### config.mk
export PLATFORM = sky130hd
export DESIGN_NAME = baud_gen2
export DESIGN_NICKNAME = d
export VERILOG_FILES = /design/src/rtl/baud_gen2_pkg.sv /design/src/rtl/baud_prescale.sv /design/src/rtl/baud_sample_div.sv /design/src/rtl/baud_bit_div.sv /design/src/rtl/baud_gen2.sv
export SDC_FILE = /design/constraint.sdc
export NUM_CORES = 1
export LEC_CHECK = 0
export BUFFER_PORTS_ARGS = -buffer_cell sky130_fd_sc_hd__buf_2
export CELL_PAD_IN_SITES_DETAIL_PLACEMENT = 0
export CELL_PAD_IN_SITES_GLOBAL_PLACEMENT = 2
export CORE_ASPECT_RATIO = 1.2
export CORE_MARGIN = 5
export CORE_UTILIZATION = 39
export CTS_BUF_LIST = sky130_fd_sc_hd__clkbuf_8
export DETAILED_ROUTE_END_ITERATION = 7
export PLACE_DENSITY = 0.79
export SLEW_MARGIN = 10
export SYNTH_ARGS = -nofsm -noshare
export SYNTH_HDL_FRONTEND = slang
export SYNTH_SLANG_ARGS = --single-unit
### constraint.sdc
create_clock -name clk -period 3.1 [get_ports clk]
set_input_delay 0.155 -clock clk [delete_from_list [all_inputs] [get_ports clk]]
set_output_delay 0.155 -clock clk [all_outputs]
set_load 0.01 [all_outputs]
### src/rtl/baud_gen2_pkg.sv
package baud_gen2_pkg;

    localparam int unsigned CD_WIDTH_DEF  = 16;
    localparam int unsigned BD_WIDTH_DEF  = 8;
    localparam int unsigned PRE_RATIO_DEF = 8;
    localparam int unsigned BD_FLOOR_DEF  = 4;

    typedef enum logic {
        SRC_DIRECT = 1'b0,
        SRC_DIV    = 1'b1
    } src_sel_e;

    typedef struct packed {
        logic sample;
        logic bit_end;
        logic mid;
    } tick_bundle_t;

endpackage

### src/rtl/baud_prescale.sv
module baud_prescale
    import baud_gen2_pkg::*;
#(
    parameter int unsigned RATIO = PRE_RATIO_DEF
) (
    input  logic clk,
    input  logic rst,
    input  logic sel,
    output logic en_o
);
    generate
        if (RATIO > 1) begin : g_div
            localparam int unsigned PW = $clog2(RATIO);
            localparam logic [PW-1:0] LAST = PW'(RATIO - 1);
            logic [PW-1:0] cnt;

            always_ff @(posedge clk) begin
                if (rst) begin
                    cnt <= '0;
                end else if (cnt == LAST) begin
                    cnt <= '0;
                end else begin
                    cnt <= cnt + 1'b1;
                end
            end

            assign en_o = (src_sel_e'(sel) == SRC_DIRECT) || (cnt == LAST);

            // divided source never yields two enables in a row
            assert_div_spacing_R2: assert property (@(posedge clk) disable iff (rst)
                (sel && $past(sel) && $past(en_o)) |-> !en_o);
        end else begin : g_pass
            assign en_o = 1'b1;
        end
    endgenerate
endmodule

### src/rtl/baud_sample_div.sv
module baud_sample_div
    import baud_gen2_pkg::*;
#(
    parameter int unsigned CW = CD_WIDTH_DEF
) (
    input  logic          clk,
    input  logic          rst,
    input  logic          en,
    input  logic [CW-1:0] cd,
    output logic          strobe_o,
    output logic          tick_o
);
    logic [CW-1:0] cnt;
    logic [CW-1:0] act;
    logic          halted;
    logic          term;
    logic          reload;

    assign halted   = (act == '0);
    assign term     = !halted && (cnt == act - 1'b1);
    assign strobe_o = en && term;
    assign reload   = en && (term || halted);

    always_ff @(posedge clk) begin
        if (rst) begin
            cnt    <= '0;
            act    <= cd;
            tick_o <= 1'b0;
        end else begin
            tick_o <= strobe_o;
            if (reload) begin
                cnt <= '0;
                act <= cd;
            end else if (en) begin
                cnt <= cnt + 1'b1;
            end
        end
    end

    assert_cnt_in_range_R1: assert property (@(posedge clk) disable iff (rst)
        !halted |-> (cnt < act));

    assert_tick_width_R1: assert property (@(posedge clk) disable iff (rst)
        (tick_o && act > 1) |=> !tick_o);

    assert_cd_held_R6: assert property (@(posedge clk) disable iff (rst)
        !reload |=> $stable(act));
endmodule

### src/rtl/baud_bit_div.sv
module baud_bit_div
    import baud_gen2_pkg::*;
#(
    parameter int unsigned BW    = BD_WIDTH_DEF,
    parameter int unsigned FLOOR = BD_FLOOR_DEF
) (
    input  logic          clk,
    input  logic          rst,
    input  logic          strobe,
    input  logic [BW-1:0] bdiv,
    output logic          bit_o,
    output logic          mid_o
);
    localparam logic [BW-1:0] MINV = BW'(FLOOR);

    logic [BW-1:0] idx;
    logic [BW-1:0] act;
    logic [BW-1:0] bd_eff;
    logic          last;
    logic          midp;

    assign bd_eff = (bdiv < MINV) ? MINV : bdiv;
    assign last   = (idx == act);
    assign midp   = (idx == (act >> 1));

    always_ff @(posedge clk) begin
        if (rst) begin
            idx   <= '0;
            act   <= bd_eff;
            bit_o <= 1'b0;
            mid_o <= 1'b0;
        end else begin
            bit_o <= strobe && last;
            mid_o <= strobe && midp;
            if (strobe) begin
                if (last) begin
                    idx <= '0;
                    act <= bd_eff;
                end else begin
                    idx <= idx + 1'b1;
                end
            end
        end
    end

    assert_index_bound_R3: assert property (@(posedge clk) disable iff (rst)
        idx <= act);

    assert_bd_floor_R4: assert property (@(posedge clk) disable iff (rst)
        act >= MINV);

    assert_bd_held_R7: assert property (@(posedge clk) disable iff (rst)
        !(strobe && last) |=> $stable(act));
endmodule

### src/rtl/baud_gen2.sv
module baud_gen2
    import baud_gen2_pkg::*;
#(
    parameter int unsigned CD_W      = CD_WIDTH_DEF,
    parameter int unsigned BD_W      = BD_WIDTH_DEF,
    parameter int unsigned PRE_RATIO = PRE_RATIO_DEF,
    parameter int unsigned BD_MIN    = BD_FLOOR_DEF
) (
    input  logic            clk,
    input  logic            rst,
    input  logic [CD_W-1:0] cd,
    input  logic [BD_W-1:0] bdiv,
    input  logic            pre_div_sel,
    output logic            sample_tick,
    output logic            bit_tick,
    output logic            mid_tick
);
    logic         src_en;
    logic         smp_strobe;
    tick_bundle_t ticks;

    baud_prescale #(.RATIO(PRE_RATIO)) u_pre (
        .clk  (clk),
        .rst  (rst),
        .sel  (pre_div_sel),
        .en_o (src_en)
    );

    baud_sample_div #(.CW(CD_W)) u_smp (
        .clk      (clk),
        .rst      (rst),
        .en       (src_en),
        .cd       (cd),
        .strobe_o (smp_strobe),
        .tick_o   (ticks.sample)
    );

    baud_bit_div #(.BW(BD_W), .FLOOR(BD_MIN)) u_bit (
        .clk    (clk),
        .rst    (rst),
        .strobe (smp_strobe),
        .bdiv   (bdiv),
        .bit_o  (ticks.bit_end),
        .mid_o  (ticks.mid)
    );

    assign sample_tick = ticks.sample;
    assign bit_tick    = ticks.bit_end;
    assign mid_tick    = ticks.mid;

    assert_bit_on_sample_R3: assert property (@(posedge clk) disable iff (rst)
        bit_tick |-> sample_tick);

    assert_mid_on_sample_R8: assert property (@(posedge clk) disable iff (rst)
        mid_tick |-> sample_tick);

    assert_mid_apart_R8: assert property (@(posedge clk) disable iff (rst)
        !(bit_tick && mid_tick));
endmodule

==> results.py <==
metrics = {
    "die": {
        "core_sq_um": 7320,
        "die_x_microns": 89.5,
        "pin_count": 30,
        "rows": 34,
        "initial_core_util": 0.404,
        "die_area_sq_um": 9430,
        "die_h_microns": 105,
    },
    "detailed_routing": {
        "wl_per_cell_microns": 14.7,
        "drtIter0Drc": 91,
        "ant_nets": 0,
        "vias": 2212,
        "firstDrtPassIters": 4,
        "finalWirelength_microns": 6180,
        "drc": 0,
        "drt-vias-per-instance": 5.28,
    },
    "placed_design": {
        "port_buffers": 29,
        "dp_hpwl_microns": 4680,
        "dp_slack_ns": 0.218,
        "place_congestion": 0.813,
    },
    "grt": {
        "track_usage": 0.143,
        "use_met1": 0.191,
        "grt_overflow_total": 0,
        "grt_pass1_vias": 2196,
        "grt_antenna_before_repair": 0,
        "grt.met2_usage": 0.235,
        "use_met3": 0.0265,
        "grt_max_degree": 24,
        "grt_pass1_wl_microns": 10600,
        "grt.busiest_layer": "met2",
    },
    "worst_setup_path": {
        "crit_chain": "nor4_4 > and3_2 > a31oi_1 > nor4_2 > nand4_2 > or2_1 > o41ai_1",
        "rrSetupSlack_ns": 0.31,
        "path_delay_family": "simple AND/OR/NAND/NOR gates",
        "cp-start-kind": "flop",
        "cp.arrival_ns": 3.00,
        "crit_path_top_delay_cell": "nor4_4",
        "crit_type": "flop to flop",
        "r2r-end": "u_bit.idx[6]",
        "end_kind": "flop",
        "cp_num_buf_inv": 0,
        "reg2reg_depth": 7,
        "cp_max_fo": 9,
        "max_stage_delay_ns": 0.52,
        "r2r_start": "u_smp.act[3]",
        "cp.required_ns": 3.31,
    },
    "clock_network": {
        "clockRootBuffer": "clkbuf_8",
        "numCtsBuffers": 5,
        "cts_tree": "yes",
        "htree_num_levels": 2,
        "cts_setup_buffers": 0,
        "cts_sinks": 54,
        "insertion_delay_ns": 0.31,
        "cts_resized": 0,
        "cts.clk_slew.worst_paths_ns": 0.09,
        "clockBufferDepth": 2,
        "ctsHoldBuffers": 0,
    },
    "timing": {
        "finalHoldViolCount": 0,
        "skew_ns": 0.00664,
        "min_period_ns": 2.79,
        "max_slew_margin": 0.659,
        "setup_viol_count_final": 0,
        "tightest_slew_ns": 0.510,
        "min_period_over_period": 0.900,
        "rsz0062_at_grt": "false",
        "tns_ns": 0,
        "slew_viol_final": 0,
        "fin_ws_ns": 0.309,
        "hold_slack_ns": 0.0197,
        "max_freq_mhz": 358,
    },
    "synth": {
        "yosysTopAreaCell": "edfxtp_1",
        "synth_area_leaders": "edfxtp_1, dfxtp_1, xor2_1, xnor2_1, nor2_1",
        "synthSimpleGateAreaFrac": 0.223,
        "synth_fa_ha_area_frac": 0.0212,
        "yosysUniqueCellTypes": 56,
        "ys_warn_count": 0,
        "synthMuxAreaShare": 0.00719,
        "synthArstFlopShare": 0,
        "synth_top_area_frac": 0.244,
        "syn-cell-area_sq_um": 2960,
        "synthCells": 298,
        "yosysMostFrequentCell": "nor2_1",
        "synth_compound_area_frac": 0.113,
        "syn-mean-instance-area_sq_um": 9.92,
        "synth_xor_area_frac": 0.150,
        "ys_ff_latch": 54,
        "synth_ff_type": "dfxtp_1",
        "syn_nets": 330,
        "synth_common_cells": "nor2_1, dfxtp_1, xor2_1",
        "synth_edf_count": 24,
        "yosysSeqAreaShare": 0.447,
        "synth_top_family_by_area": "simple AND/OR/NAND/NOR gates",
    },
    "pwr": {
        "ir_drop_mv": 0.225,
        "pwr_density_cell_nw_per_um2": 418,
        "power.leakage_nw": 1.30,
    },
    "cells_and_area": {
        "finalNetCount": 360,
        "layout-drive-gt1-share": 0.188,
        "seqCellArea_sq_um": 1320,
        "multi_input_area_sq_um": 1540,
        "nFillCells": 729,
        "area_growth_pct": 12.1,
        "n_antenna_cell": 0,
    },
    "worst_hold_path": {
        "holdPathStages": 1,
        "hold_path_class": "primary input to flop",
        "min_to": "u_smp.act[9]",
        "min_from": "cd[9]",
    },
    "status": {
        "status": "finished clean",
    },
    "job": {
        "drv_cap": 0,
    },
}
## cell families (layout without fill, tap and decap cells)
kind of cell,count (synthesis),count (layout)
mux,2,2
compound gates,45,45
simple gates,118,118
flops,54,54
xor+xnor,49,49
fa+ha+maj,5,5
buf+inv,25,56
## metal layers
layer  wire, microns  vias to the layer above
met2            3000                       44
met5               0                        -
met4             110                        0
li1                -                     1125
met3             255                        9
met1            2810                     1034
## state kept, by name, summed over array words and instances, names as in the netlist
register	flops
u_smp.act	16
u_smp.cnt	16
u_bit.act	8
u_bit.idx	8
u_pre.g_div.cnt	3
u_bit.bit_o	1
u_bit.mid_o	1
u_smp.tick_o	1
## how the worst max path moves through the flow
stage,cells after the start,from,end
after floorplan,11,u_smp.act[0],u_smp.act[0]
after global placement,9,u_smp.act[0],u_bit.idx[6]
after detailed placement,9,u_smp.act[1],u_bit.idx[6]
after CTS,9,u_smp.act[1],u_bit.idx[6]
after global routing,7,u_smp.act[4],u_bit.idx[4]
final,7,u_smp.act[3],u_bit.idx[6]
## cell usage in the layout, fill, tap and decap left out, drive strengths merged, types with 4 or more instances in the layout
master / synthesis / layout
xnor2: 20 / 20
inv: 10 / 10
nand3: 11 / 11
clkbuf: 9 / 6
o41ai: 4 / 4
nor4: 7 / 7
nor2: 36 / 36
and3: 8 / 8
nand2: 14 / 14
a21oi: 10 / 10
ha: 5 / 5
nor3: 11 / 11
dfxtp: 30 / 30
nand4: 8 / 8
edfxtp: 24 / 24
buf: 6 / 38
xor2: 28 / 28
o21ai: 8 / 8
## per-stage QoR
stage	total power (W)	utilization	instance area [sq um]	std cells
finish	0.00138	0.453	3310	419
floorplan	0.000941	-	2960	298
CTS	0.00141	0.451	3300	419
global placement	0.000990	0.438	3210	411
global route	0.00146	0.453	3310	419
detailed placement	0.000990	0.438	3210	411
## power by group
part	internal, W	switching (W)	total, W
Combinational	0.0000781	0.0000822	0.000160
Sequential	0.000778	0.0000364	0.000815
Clock	0.000180	0.000229	0.000409
Total	0.00104	0.000347	0.00138
## area by class of cell
cell class              instances  share of cell area
inverters                      10              0.0113
flip-flops and latches         54               0.399
clock inverters                 2             0.00378
repair buffers                 38              0.0642
multi-input cells             219               0.463
clock buffers                   6              0.0249
well taps                      90              0.0340
No activity file was read; power rests on OpenSTA's default activity.
